[config.mk]
export PLATFORM = sky130hd
export DESIGN_NAME = serial_block_writer
export DESIGN_NICKNAME = d
export VERILOG_FILES = /design/src/rtl/sbw_pkg.sv /design/src/rtl/sbw_crc16.sv /design/src/rtl/sbw_tok_rx.sv /design/src/rtl/serial_block_writer.sv
export SDC_FILE = /design/constraint.sdc
export NUM_CORES = 1
export LEC_CHECK = 0
export BUFFER_PORTS_ARGS = -buffer_cell sky130_fd_sc_hd__clkbuf_2
export CORE_MARGIN = 1.5
export CORE_UTILIZATION = 25
export CTS_CLUSTER_DIAMETER = 30
export DETAILED_ROUTE_END_ITERATION = 12
export HOLD_SLACK_MARGIN = 0.12
export PLACE_DENSITY = 0.43
export SKIP_LAST_GASP = 1
export SYNTH_ARGS = -nofsm -noshare
export SYNTH_HDL_FRONTEND = slang
export SYNTH_SLANG_ARGS = --single-unit
[constraint.sdc]
create_clock -name clk -period 3.4 [get_ports clk]
set_input_delay 0.68 -clock clk [delete_from_list [all_inputs] [get_ports clk]]
set_output_delay 0.68 -clock clk [all_outputs]
set_load 0.02 [all_outputs]
[src/rtl/sbw_pkg.sv]
package sbw_pkg;

    typedef enum logic [2:0] {
        ST_IDLE,
        ST_GAP,
        ST_SBIT,
        ST_DATA,
        ST_CRC,
        ST_EBIT,
        ST_TOKEN,
        ST_BUSY
    } wr_state_e;

    typedef enum logic [1:0] {
        TK_IDLE,
        TK_HUNT,
        TK_BITS,
        TK_END
    } tok_state_e;

    typedef struct packed {
        logic       valid;
        logic [2:0] code;
        logic       framed;
    } tok_result_t;

    localparam logic [2:0]  TOKEN_ACCEPT = 3'b010;
    localparam logic [15:0] CRC_POLY     = 16'h1021;

    function automatic logic [15:0] crc_next(input logic [15:0] cur, input logic din);
        logic fb;
        fb = cur[15] ^ din;
        return {cur[14:0], 1'b0} ^ (fb ? CRC_POLY : 16'h0000);
    endfunction

    function automatic logic token_good(input tok_result_t t);
        return t.framed && (t.code == TOKEN_ACCEPT);
    endfunction

endpackage

[src/rtl/sbw_crc16.sv]
module sbw_crc16
    import sbw_pkg::*;
(
    input  logic clk,
    input  logic rst,
    input  logic clear,
    input  logic feed,
    input  logic shift,
    input  logic bit_in,
    output logic msb
);

    logic [15:0] crc_q;

    always_ff @(posedge clk) begin
        if (rst || clear) begin
            crc_q <= '0;
        end else if (feed) begin
            crc_q <= crc_next(crc_q, bit_in);
        end else if (shift) begin
            crc_q <= {crc_q[14:0], 1'b0};
        end
    end

    assign msb = crc_q[15];

    // the register either absorbs payload or empties out, never both
    assert_crc_mode_R4: assert property (@(posedge clk) disable iff (rst)
        !(feed && shift));

    // a cleared register starts from zero
    assert_crc_seed_R4: assert property (@(posedge clk) disable iff (rst)
        $past(clear) |-> (msb == 1'b0));

endmodule

[src/rtl/sbw_tok_rx.sv]
module sbw_tok_rx
    import sbw_pkg::*;
#(
    parameter int TIMEOUT = 64
) (
    input  logic        clk,
    input  logic        rst,
    input  logic        arm,
    input  logic        line_in,
    output tok_result_t result,
    output logic        timeout
);

    localparam int TMO_W = $clog2(TIMEOUT + 1);

    tok_state_e       ts_q;
    logic [TMO_W-1:0] wait_q;
    logic [1:0]       nbit_q;
    logic [2:0]       sh_q;
    tok_result_t      res_q;
    logic             tmo_q;

    always_ff @(posedge clk) begin
        if (rst) begin
            ts_q   <= TK_IDLE;
            wait_q <= '0;
            nbit_q <= '0;
            sh_q   <= '0;
            res_q  <= '0;
            tmo_q  <= 1'b0;
        end else begin
            res_q.valid <= 1'b0;
            tmo_q       <= 1'b0;
            case (ts_q)
                TK_IDLE: begin
                    if (arm) begin
                        ts_q   <= TK_HUNT;
                        wait_q <= '0;
                    end
                end
                TK_HUNT: begin
                    if (!line_in) begin
                        ts_q   <= TK_BITS;
                        nbit_q <= '0;
                    end else if (wait_q == TMO_W'(TIMEOUT - 1)) begin
                        tmo_q <= 1'b1;
                        ts_q  <= TK_IDLE;
                    end else begin
                        wait_q <= wait_q + 1'b1;
                    end
                end
                TK_BITS: begin
                    sh_q <= {sh_q[1:0], line_in};
                    if (nbit_q == 2'd2) begin
                        ts_q <= TK_END;
                    end else begin
                        nbit_q <= nbit_q + 1'b1;
                    end
                end
                TK_END: begin
                    res_q.valid  <= 1'b1;
                    res_q.code   <= sh_q;
                    res_q.framed <= line_in;
                    ts_q         <= TK_IDLE;
                end
                default: ts_q <= TK_IDLE;
            endcase
        end
    end

    assign result  = res_q;
    assign timeout = tmo_q;

    // a timeout and a received token never coincide
    assert_tok_excl_R5: assert property (@(posedge clk) disable iff (rst)
        !(result.valid && timeout));

    // a timeout is only declared after the line was seen high
    assert_tok_quiet_R5: assert property (@(posedge clk) disable iff (rst)
        timeout |-> $past(line_in));

endmodule

[src/rtl/serial_block_writer.sv]
module serial_block_writer
    import sbw_pkg::*;
#(
    parameter int LEN_W       = 10,
    parameter int N_WR        = 2,
    parameter int TOK_TIMEOUT = 64,
    parameter int MAX_RETRY   = 2
) (
    input  logic             clk,
    input  logic             rst,
    input  logic             start,
    input  logic [LEN_W-1:0] blk_len,
    output logic [LEN_W-1:0] byte_addr,
    input  logic [7:0]       byte_data,
    output logic             dat_out,
    output logic             dat_oe,
    input  logic             dat_in,
    output logic             active,
    output logic             done,
    output logic             fail
);

    localparam int GAP_W = $clog2(N_WR + 1);
    localparam int TRY_W = $clog2(MAX_RETRY + 2);

    wr_state_e        st_q;
    logic [LEN_W-1:0] len_q;
    logic [LEN_W-1:0] byte_q;
    logic [2:0]       bit_q;
    logic [3:0]       ccnt_q;
    logic [GAP_W-1:0] gap_q;
    logic [TRY_W-1:0] try_q;
    logic             good_q;
    logic             done_q;
    logic             fail_q;

    tok_result_t tok;
    logic        tok_tmo;
    logic        tok_arm;
    logic        crc_clear;
    logic        crc_feed;
    logic        crc_shift;
    logic        crc_msb;
    logic        payload_bit;

    assign payload_bit = byte_data[3'd7 - bit_q];
    assign crc_clear   = (st_q == ST_GAP);
    assign crc_feed    = (st_q == ST_DATA);
    assign crc_shift   = (st_q == ST_CRC);
    assign tok_arm     = (st_q == ST_EBIT);

    sbw_crc16 u_crc (
        .clk    (clk),
        .rst    (rst),
        .clear  (crc_clear),
        .feed   (crc_feed),
        .shift  (crc_shift),
        .bit_in (payload_bit),
        .msb    (crc_msb)
    );

    sbw_tok_rx #(.TIMEOUT(TOK_TIMEOUT)) u_tok (
        .clk     (clk),
        .rst     (rst),
        .arm     (tok_arm),
        .line_in (dat_in),
        .result  (tok),
        .timeout (tok_tmo)
    );

    always_ff @(posedge clk) begin
        if (rst) begin
            st_q   <= ST_IDLE;
            len_q  <= '0;
            byte_q <= '0;
            bit_q  <= '0;
            ccnt_q <= '0;
            gap_q  <= '0;
            try_q  <= '0;
            good_q <= 1'b0;
            done_q <= 1'b0;
            fail_q <= 1'b0;
        end else begin
            done_q <= 1'b0;
            fail_q <= 1'b0;
            case (st_q)
                ST_IDLE: begin
                    if (start) begin
                        len_q <= blk_len;
                        try_q <= '0;
                        gap_q <= '0;
                        st_q  <= ST_GAP;
                    end
                end
                ST_GAP: begin
                    if (gap_q == GAP_W'(N_WR - 1)) begin
                        st_q <= ST_SBIT;
                    end else begin
                        gap_q <= gap_q + 1'b1;
                    end
                end
                ST_SBIT: begin
                    byte_q <= '0;
                    bit_q  <= '0;
                    ccnt_q <= '0;
                    st_q   <= (len_q == '0) ? ST_CRC : ST_DATA;
                end
                ST_DATA: begin
                    bit_q <= bit_q + 1'b1;
                    if (bit_q == 3'd7) begin
                        if (byte_q == len_q - 1'b1) begin
                            st_q <= ST_CRC;
                        end else begin
                            byte_q <= byte_q + 1'b1;
                        end
                    end
                end
                ST_CRC: begin
                    ccnt_q <= ccnt_q + 1'b1;
                    if (ccnt_q == 4'd15) begin
                        st_q <= ST_EBIT;
                    end
                end
                ST_EBIT: begin
                    st_q <= ST_TOKEN;
                end
                ST_TOKEN: begin
                    if (tok_tmo) begin
                        fail_q <= 1'b1;
                        st_q   <= ST_IDLE;
                    end else if (tok.valid) begin
                        good_q <= token_good(tok);
                        st_q   <= ST_BUSY;
                    end
                end
                ST_BUSY: begin
                    if (dat_in) begin
                        if (good_q) begin
                            done_q <= 1'b1;
                            st_q   <= ST_IDLE;
                        end else if (try_q == TRY_W'(MAX_RETRY)) begin
                            fail_q <= 1'b1;
                            st_q   <= ST_IDLE;
                        end else begin
                            try_q <= try_q + 1'b1;
                            gap_q <= '0;
                            st_q  <= ST_GAP;
                        end
                    end
                end
                default: st_q <= ST_IDLE;
            endcase
        end
    end

    always_comb begin
        case (st_q)
            ST_SBIT: dat_out = 1'b0;
            ST_DATA: dat_out = payload_bit;
            ST_CRC:  dat_out = crc_msb;
            default: dat_out = 1'b1;
        endcase
    end

    assign dat_oe    = (st_q == ST_SBIT) || (st_q == ST_DATA) ||
                       (st_q == ST_CRC)  || (st_q == ST_EBIT);
    assign byte_addr = byte_q;
    assign active    = (st_q != ST_IDLE);
    assign done      = done_q;
    assign fail      = fail_q;

    // every frame opens with a low start bit
    assert_start_bit_R2: assert property (@(posedge clk) disable iff (rst)
        $rose(dat_oe) |-> !dat_out);

    // every frame closes with a high end bit before release
    assert_end_bit_R4: assert property (@(posedge clk) disable iff (rst)
        $fell(dat_oe) |-> $past(dat_out));

    // completion is only reported once the card has let the line go high
    assert_done_line_R8: assert property (@(posedge clk) disable iff (rst)
        done |-> $past(dat_in));

    // completion and failure are exclusive single-cycle pulses
    assert_pulse_excl_R11: assert property (@(posedge clk) disable iff (rst)
        !(done && fail));
    assert_done_width_R11: assert property (@(posedge clk) disable iff (rst)
        done |=> !done);
    assert_fail_width_R11: assert property (@(posedge clk) disable iff (rst)
        fail |=> !fail);

    // the retry count never passes its limit
    assert_retry_cap_R9: assert property (@(posedge clk) disable iff (rst)
        (try_q <= TRY_W'(MAX_RETRY)));

endmodule

==> results of run 1 <==
==> sequential cells by signal (all words and copies together), names as in the netlist, named ones only <==
name	cells
byte_addr	10
bit_q	3
st_q	3
u_tok.timeout	1
u_tok.sh_q	3
u_tok.result	5
u_tok.nbit_q	2
fail	1
ccnt_q	4
len_q	10
u_tok.wait_q	7
try_q	2
good_q	1
u_tok.ts_q	1
done	1
gap_q	2
u_crc.crc_q	16
==> metrics by stage <==
step | setup WS [ns] | cell area (um2) | power [mW] | hold WS, ns
2_1_floorplan | 0.906 | 3720 | 1.75 | 0.432
3_3_place_gp | 0.753 | 4050 | 1.99 | 0.442
3_5_place_dp | 0.682 | 4050 | 1.99 | 0.444
4_1_cts | 0.669 | 4330 | 2.94 | 0.452
5_1_grt | 0.491 | 4330 | 3.09 | 0.472
6_report | 0.668 | 4330 | 2.89 | 0.451
==> report_power, final <==
part / total, mW / switching [mW] / leakage [nW] / internal [mW]
Combinational: 0.941 / 0.596 / 0.911 / 0.345
Sequential: 1.02 / 0.108 / 0.590 / 0.915
Clock: 0.929 / 0.365 / 0.146 / 0.564
Total: 2.89 / 1.07 / 1.65 / 1.82
==> worst max-delay path, stage by stage, from the launching register on <==
cell and delay (ns):
dfxtp_1 0.36, inv_1 0.10, ha_1 0.28, or3b_2 0.50
xnor2_1 0.16, nand4_1 0.11, a32o_1 0.30, o21a_1 0.35
o2111ai_1 0.30, mux2i_1 0.20
==> area by class of cell <==
class	instances	share of cell area
repair buffers	40	0.0485
flip-flops and latches	73	0.337
inverters	12	0.0104
well taps	184	0.0531
clock inverters	6	0.0136
multi-input cells	365	0.484
clock buffers	10	0.0528
==> cells in the final DEF (no fill, tap or decap), types with 4 or more instances in the layout <==
cell        n
o21ai_0    16
ha_1       10
dfxtp_1    73
and2_1      4
nor2_1     43
clkbuf_2   36
and3_1      6
or3_1       4
nor2b_1     4
nand3_1    16
o2111ai_1   5
clkbuf_16   9
nand2_1    90
mux2i_1    11
nor3_1     18
nand4_1     4
inv_1      11
clkinv_2    4
nand2b_1   11
a31oi_1     6
buf_4       4
xnor2_1    13
a21oi_1    55
==> cells by family (layout without fill, tap and decap cells) <==
logic type	Yosys count	in the layout	synth area share
buffers and inverters	40	68	0.0443
AND/OR/NAND/NOR	218	218	0.274
multiplexers	15	15	0.0477
adder cells (fa/ha/maj)	10	10	0.0336
flip-flops	73	73	0.392
AO/OA/AOI/OAI	106	106	0.170
XOR/XNOR	16	16	0.0376
==> Yosys cell counts, types with 5 or more instances <==
master / number
nand2_1: 90
and3_1: 6
ha_1: 10
clkbuf_1: 24
a21oi_1: 55
mux2i_1: 11
nor2_1: 43
o2111ai_1: 5
a31oi_1: 6
nand3_1: 16
xnor2_1: 13
nand2b_1: 11
o21ai_0: 16
nor3_1: 18
inv_1: 11
dfxtp_1: 73
==> routing by layer <==
layer	global-route usage	vias up	part of all wire
met1	0.146	1555	0.47
met4	0.0561	0	0.023
li1	-	1718	-
met3	0.0248	15	0.032
met2	0.205	44	0.48
met5	0	-	0
==> path summary, 6_finish.rpt <==
kind / start / to / slack (ns)
setup / recovery: len_q[0] / byte_addr[8] / 0.67
hold / removal: u_tok.result[3] / u_tok.result[3] / 0.45
setup reg to reg: len_q[0] / byte_addr[8] / 0.67
hold reg to reg: u_tok.result[3] / u_tok.result[3] / 0.45
==> flow_metrics.py, run 1 <==
metrics = {
    "setup_path": {
        "path_max_fanout": 11,
        "crit_type": "reg2reg",
        "r2r_cells": 9,
        "worst_setup_path_end_kind": "register",
        "start_kind": "register",
        "critPathArrivalTime_ns": 3.00,
        "critPathRequiredTime_ns": 3.67,
    },
    "sta": {
        "period_minus_slack_ns": 2.73,
        "hold_violations": 0,
        "maxSlewViolCount": 0,
        "fin_skew_ns": 0.00575,
        "timing.fmax_mhz": 366,
        "setup_viol": 0,
        "timing.final.crit_share": 0.804,
        "final.setup.tns_ns": 0,
        "relSlewSlack": 0.373,
        "worst_pin_slew_ns": 0.940,
        "rsz0062_at_grt": "no",
    },
    "finish": {
        "drive_gt1_frac": 0.130,
        "fin_util": 0.298,
        "fill_cells": 1578,
        "seq_area_um2": 1460,
        "n_antenna_cell": 0,
        "fin_cells": 690,
        "fin_nets": 533,
        "syn2layout_area_growth_pct": 16.3,
        "multi_input_area_um2": 2100,
    },
    "power_and_ir_drop": {
        "peakVddDrop_mv": 0.238,
        "cellPowerDensity_nw_per_um2": 668,
        "power.leakage_nw": 1.65,
    },
    "floorplanning": {
        "die_h_um": 125,
        "start_util": 0.256,
        "rows": 44,
        "die_area_um2": 15600,
        "coreArea_um2": 14500,
        "die_x_um": 125,
        "ios": 37,
    },
    "logic_synthesis": {
        "synth_edf_count": 0,
        "synth_seq_cells": 73,
        "synth_area_leaders": "dfxtp_1, nand2_1, a21oi_1, nor2_1, ha_1",
        "ys.flop_type": "dfxtp_1",
        "synth_top_area_frac": 0.392,
        "synth_largest_area_cell": "dfxtp_1",
        "yosysSeqAreaShare": 0.392,
        "synthCells": 478,
        "synth.lib_cells_used.distinct": 54,
        "synth.avg_cell_area_um2": 7.79,
        "syn-cell-area_um2": 3720,
        "yosysWarnings": 0,
        "synthesis.nets": 510,
        "async_flop_share": 0,
    },
    "route": {
        "vias": 3332,
        "drt_iter0_markers": 179,
        "ant_nets": 0,
        "wl_mm": 9.10,
        "wl_per_cell_um": 13.2,
        "firstDrtPassIters": 4,
        "drcViolationCount": 0,
        "routed_via_density": 4.83,
    },
    "hold_path": {
        "whs_path_depth": 2,
        "hold_path_class": "reg2reg",
    },
    "clocking": {
        "tritoncts": "built",
        "cts_hold_buf": 0,
        "post-cts-setup-buffers": 0,
        "ctsRootBufferMaster": "clkbuf_16",
        "clkTransAtPathRegs_ns": 0.06,
        "clockBufferDepth": 2,
        "clk-insertion-delay-late_ns": 0.33,
        "cts_resized": 0,
        "cts_buffers": 9,
        "cts-htree-levels": 3,
        "cts_sinks": 73,
    },
    "placement": {
        "place_inst": 674,
        "gp_congestion": 0.755,
        "hpwl_mm": 6.43,
        "io_buffer_count": 36,
    },
    "grt": {
        "grt_pass1_wl_mm": 15.4,
        "gr-usage-all-layers": 0.120,
        "grt_pass1_vias": 3157,
        "grt_start_max_net_pins": 35,
        "grt-ovfl-total": 0,
        "antenna_found_initial": 0,
    },
    "run": {
        "drv_cap": 0,
    },
    "outcome": {
        "status": "complete, no violations",
    },
}
No activity file was read; power rests on OpenSTA's default activity.
==> run 2: changes to the inputs <==
Settings changed: PLACE_DENSITY 0.43 to 0.45.
Clock period 3.4 ns to 2.3 ns, I/O delays scaled along.
==> run 2 against run 1 <==
Against the previous run:
- the flow now finishes with violations (negative setup slack)
- wire length up 6.7%
- clock-buffer cell count up 1
- sequential cell count unchanged
- clock skew up 0.00076 ns
- hold slack worse by 0.10 ns
- die area unchanged
- total power up 60%
- non-clock buffer count up 36
- highest routed layer unchanged
==> flow_metrics.py, run 2 (synthesis gave the netlist of run 1 again) <==
metrics = {
    "finish": {
        "seq_area_um2": 1470,
        "layout_commonest_cell": "nand2_1",
        "multi_input_area_um2": 2240,
        "fill_cells": 1504,
        "fin_cells": 726,
        "final_cell_mix": "nand2_1, dfxtp_1, a21oi_1",
        "drive_gt1_frac": 0.234,
        "largest_reg_flops": 16,
        "regMostFlops": "u_crc.crc_q",
        "fin_util": 0.327,
        "n_antenna_cell": 0,
        "fin_nets": 569,
        "syn2layout_area_growth_pct": 27.8,
    },
    "clocking": {
        "cts-htree-levels": 3,
        "cts_sinks": 73,
        "clkTransAtPathRegs_ns": 0.06,
        "clk-insertion-delay-late_ns": 0.33,
        "tritoncts": "built",
        "cts_buffers": 9,
        "clockBufferDepth": 2,
        "cts_hold_buf": 0,
        "ctsRootBufferMaster": "clkbuf_16",
    },
    "sta": {
        "rsz0062_at_grt": "yes",
        "timing.fmax_mhz": 424,
        "fin_skew_ns": 0.00651,
        "hold_violations": 0,
        "maxSlewViolCount": 0,
        "relSlewSlack": 0.612,
        "period_minus_slack_ns": 2.36,
        "setup_viol": 8,
        "fin_ws_ns": -0.0603,
        "timing.final.crit_share": 1.03,
        "worst_pin_slew_ns": 0.578,
        "final.setup.tns_ns": -0.331,
    },
    "power_and_ir_drop": {
        "netSwitchingFraction": 0.375,
        "p_int_mw": 2.89,
        "p_switching_mw": 1.73,
        "p_clk_frac": 0.295,
        "peakVddDrop_mv": 0.420,
        "total_power_mw": 4.63,
        "p_comb_frac": 0.394,
        "cellPowerDensity_nw_per_um2": 972,
        "power.leakage_nw": 1.84,
        "power_frac_seq": 0.312,
    },
    "grt": {
        "gr-usage-all-layers": 0.125,
        "grt_pass1_wl_mm": 16.1,
        "grt_start_max_net_pins": 28,
        "grt_pass1_vias": 3343,
        "grt-ovfl-total": 0,
        "antenna_found_initial": 0,
    },
    "setup_path": {
        "crit_type": "reg2reg",
        "path_max_fanout": 8,
        "r2r_start": "len_q[3]",
        "endpoint": "byte_addr[0]",
        "r2r_cells": 8,
        "start_kind": "register",
        "crit-reg2reg-capture": "byte_addr[0]",
        "reg2reg_slack_ns": -0.06,
        "critPathArrivalTime_ns": 2.62,
        "critPathRequiredTime_ns": 2.56,
        "critPathLaunch": "len_q[3]",
        "worst_setup_path_end_kind": "register",
    },
    "outcome": {
        "status": "complete, but fails checks",
        "violations": "negative setup slack",
    },
    "floorplanning": {
        "rows": 44,
        "die_area_um2": 15600,
        "die_x_um": 125,
        "start_util": 0.256,
        "die_h_um": 125,
        "ios": 37,
        "coreArea_um2": 14500,
    },
    "hold_path": {
        "hold_path_class": "in2reg",
    },
    "placement": {
        "gp_congestion": 0.808,
        "dp_slack_ns": -0.302,
        "place_inst": 706,
        "io_buffer_count": 36,
        "hpwl_mm": 6.85,
    },
    "run": {
        "drv_cap": 0,
    },
    "route": {
        "wl_per_cell_um": 13.4,
        "wl_mm": 9.71,
        "ant_nets": 0,
        "routed_via_density": 4.86,
        "firstDrtPassIters": 4,
        "drcViolationCount": 0,
        "vias": 3525,
        "drt_iter0_markers": 163,
    },
}
[run 2: cell count changes in the layout (fill, tap and decap cells not counted), sizes merged]
cell      change
buf          +37
bufinv        -1
clkinv        -4
clkinvlp      +2
inv           +2
[run 2: repair_timing]
item,CTS,global route
setup buffers,3,1
pin swaps,8,9
endpoints found under the setup margin,15,16
gates resized for setup,19,14
[run 2: power by group through the flow]
| stage | Combinational [mW] | Clock (mW) | Sequential [mW] |
|---|---|---|---|
| 3_5_place_dp | 1.67 | 0 | 1.47 |
| 4_1_cts | 1.75 | 1.41 | 1.44 |
| 5_1_grt | 2.01 | 1.47 | 1.46 |
| 2_1_floorplan | 1.15 | 0 | 1.44 |
| 6_report | 1.82 | 1.36 | 1.44 |
| 3_3_place_gp | 1.67 | 0 | 1.46 |
[run 2: cell type report]
class,instances,area share
clock buffer,11,0.0531
clock inverter,5,0.00789
inverter,12,0.00946
multi-input combinational,365,0.470
sequential,73,0.308
tap,184,0.0484
timing repair buffer,76,0.103
[run 2: stage by stage]
| step | instance area [um2] | hold slack, ns |
|---|---|---|
| floorplan | 3740 | 0.432 |
| global placement | 4300 | 0.440 |
| detailed placement | 4300 | 0.442 |
| CTS | 4680 | 0.334 |
| global route | 4760 | 0.356 |
| finish | 4760 | 0.347 |
[run 2: worst min path at each step]
stage | start | endpoint | slack (ns) | cells past startpoint
final | blk_len[8] | len_q[8] | 0.35 | 3
after global routing | blk_len[8] | len_q[8] | 0.36 | 3
after CTS | blk_len[8] | len_q[8] | 0.33 | 3
after detailed placement | u_tok.result[3] | u_tok.result[3] | 0.44 | 2
after global placement | u_crc.crc_q[9] | u_crc.crc_q[9] | 0.44 | 2
after floorplan | u_tok.result[3] | u_tok.result[3] | 0.43 | 2
[run 2: worst max-delay path, cell delays in order (launching register included)]
cell and delay, ns:
dfxtp_1 0.32, or4_4 0.53, or4_4 0.45, a21oi_4 0.14
o2111ai_2 0.14, o21a_4 0.31, buf_6 0.14, nand3b_1 0.14
a31oi_1 0.13
[run 2: per-layer routing]
layer	part of all wire	wire, um	vias up	GRT usage
li1	-	-	1790	-
met1	0.48	4660	1668	0.159
met2	0.48	4670	59	0.209
met3	0.027	266	8	0.0244
met4	0.013	122	0	0.0468
met5	0	0	-	0
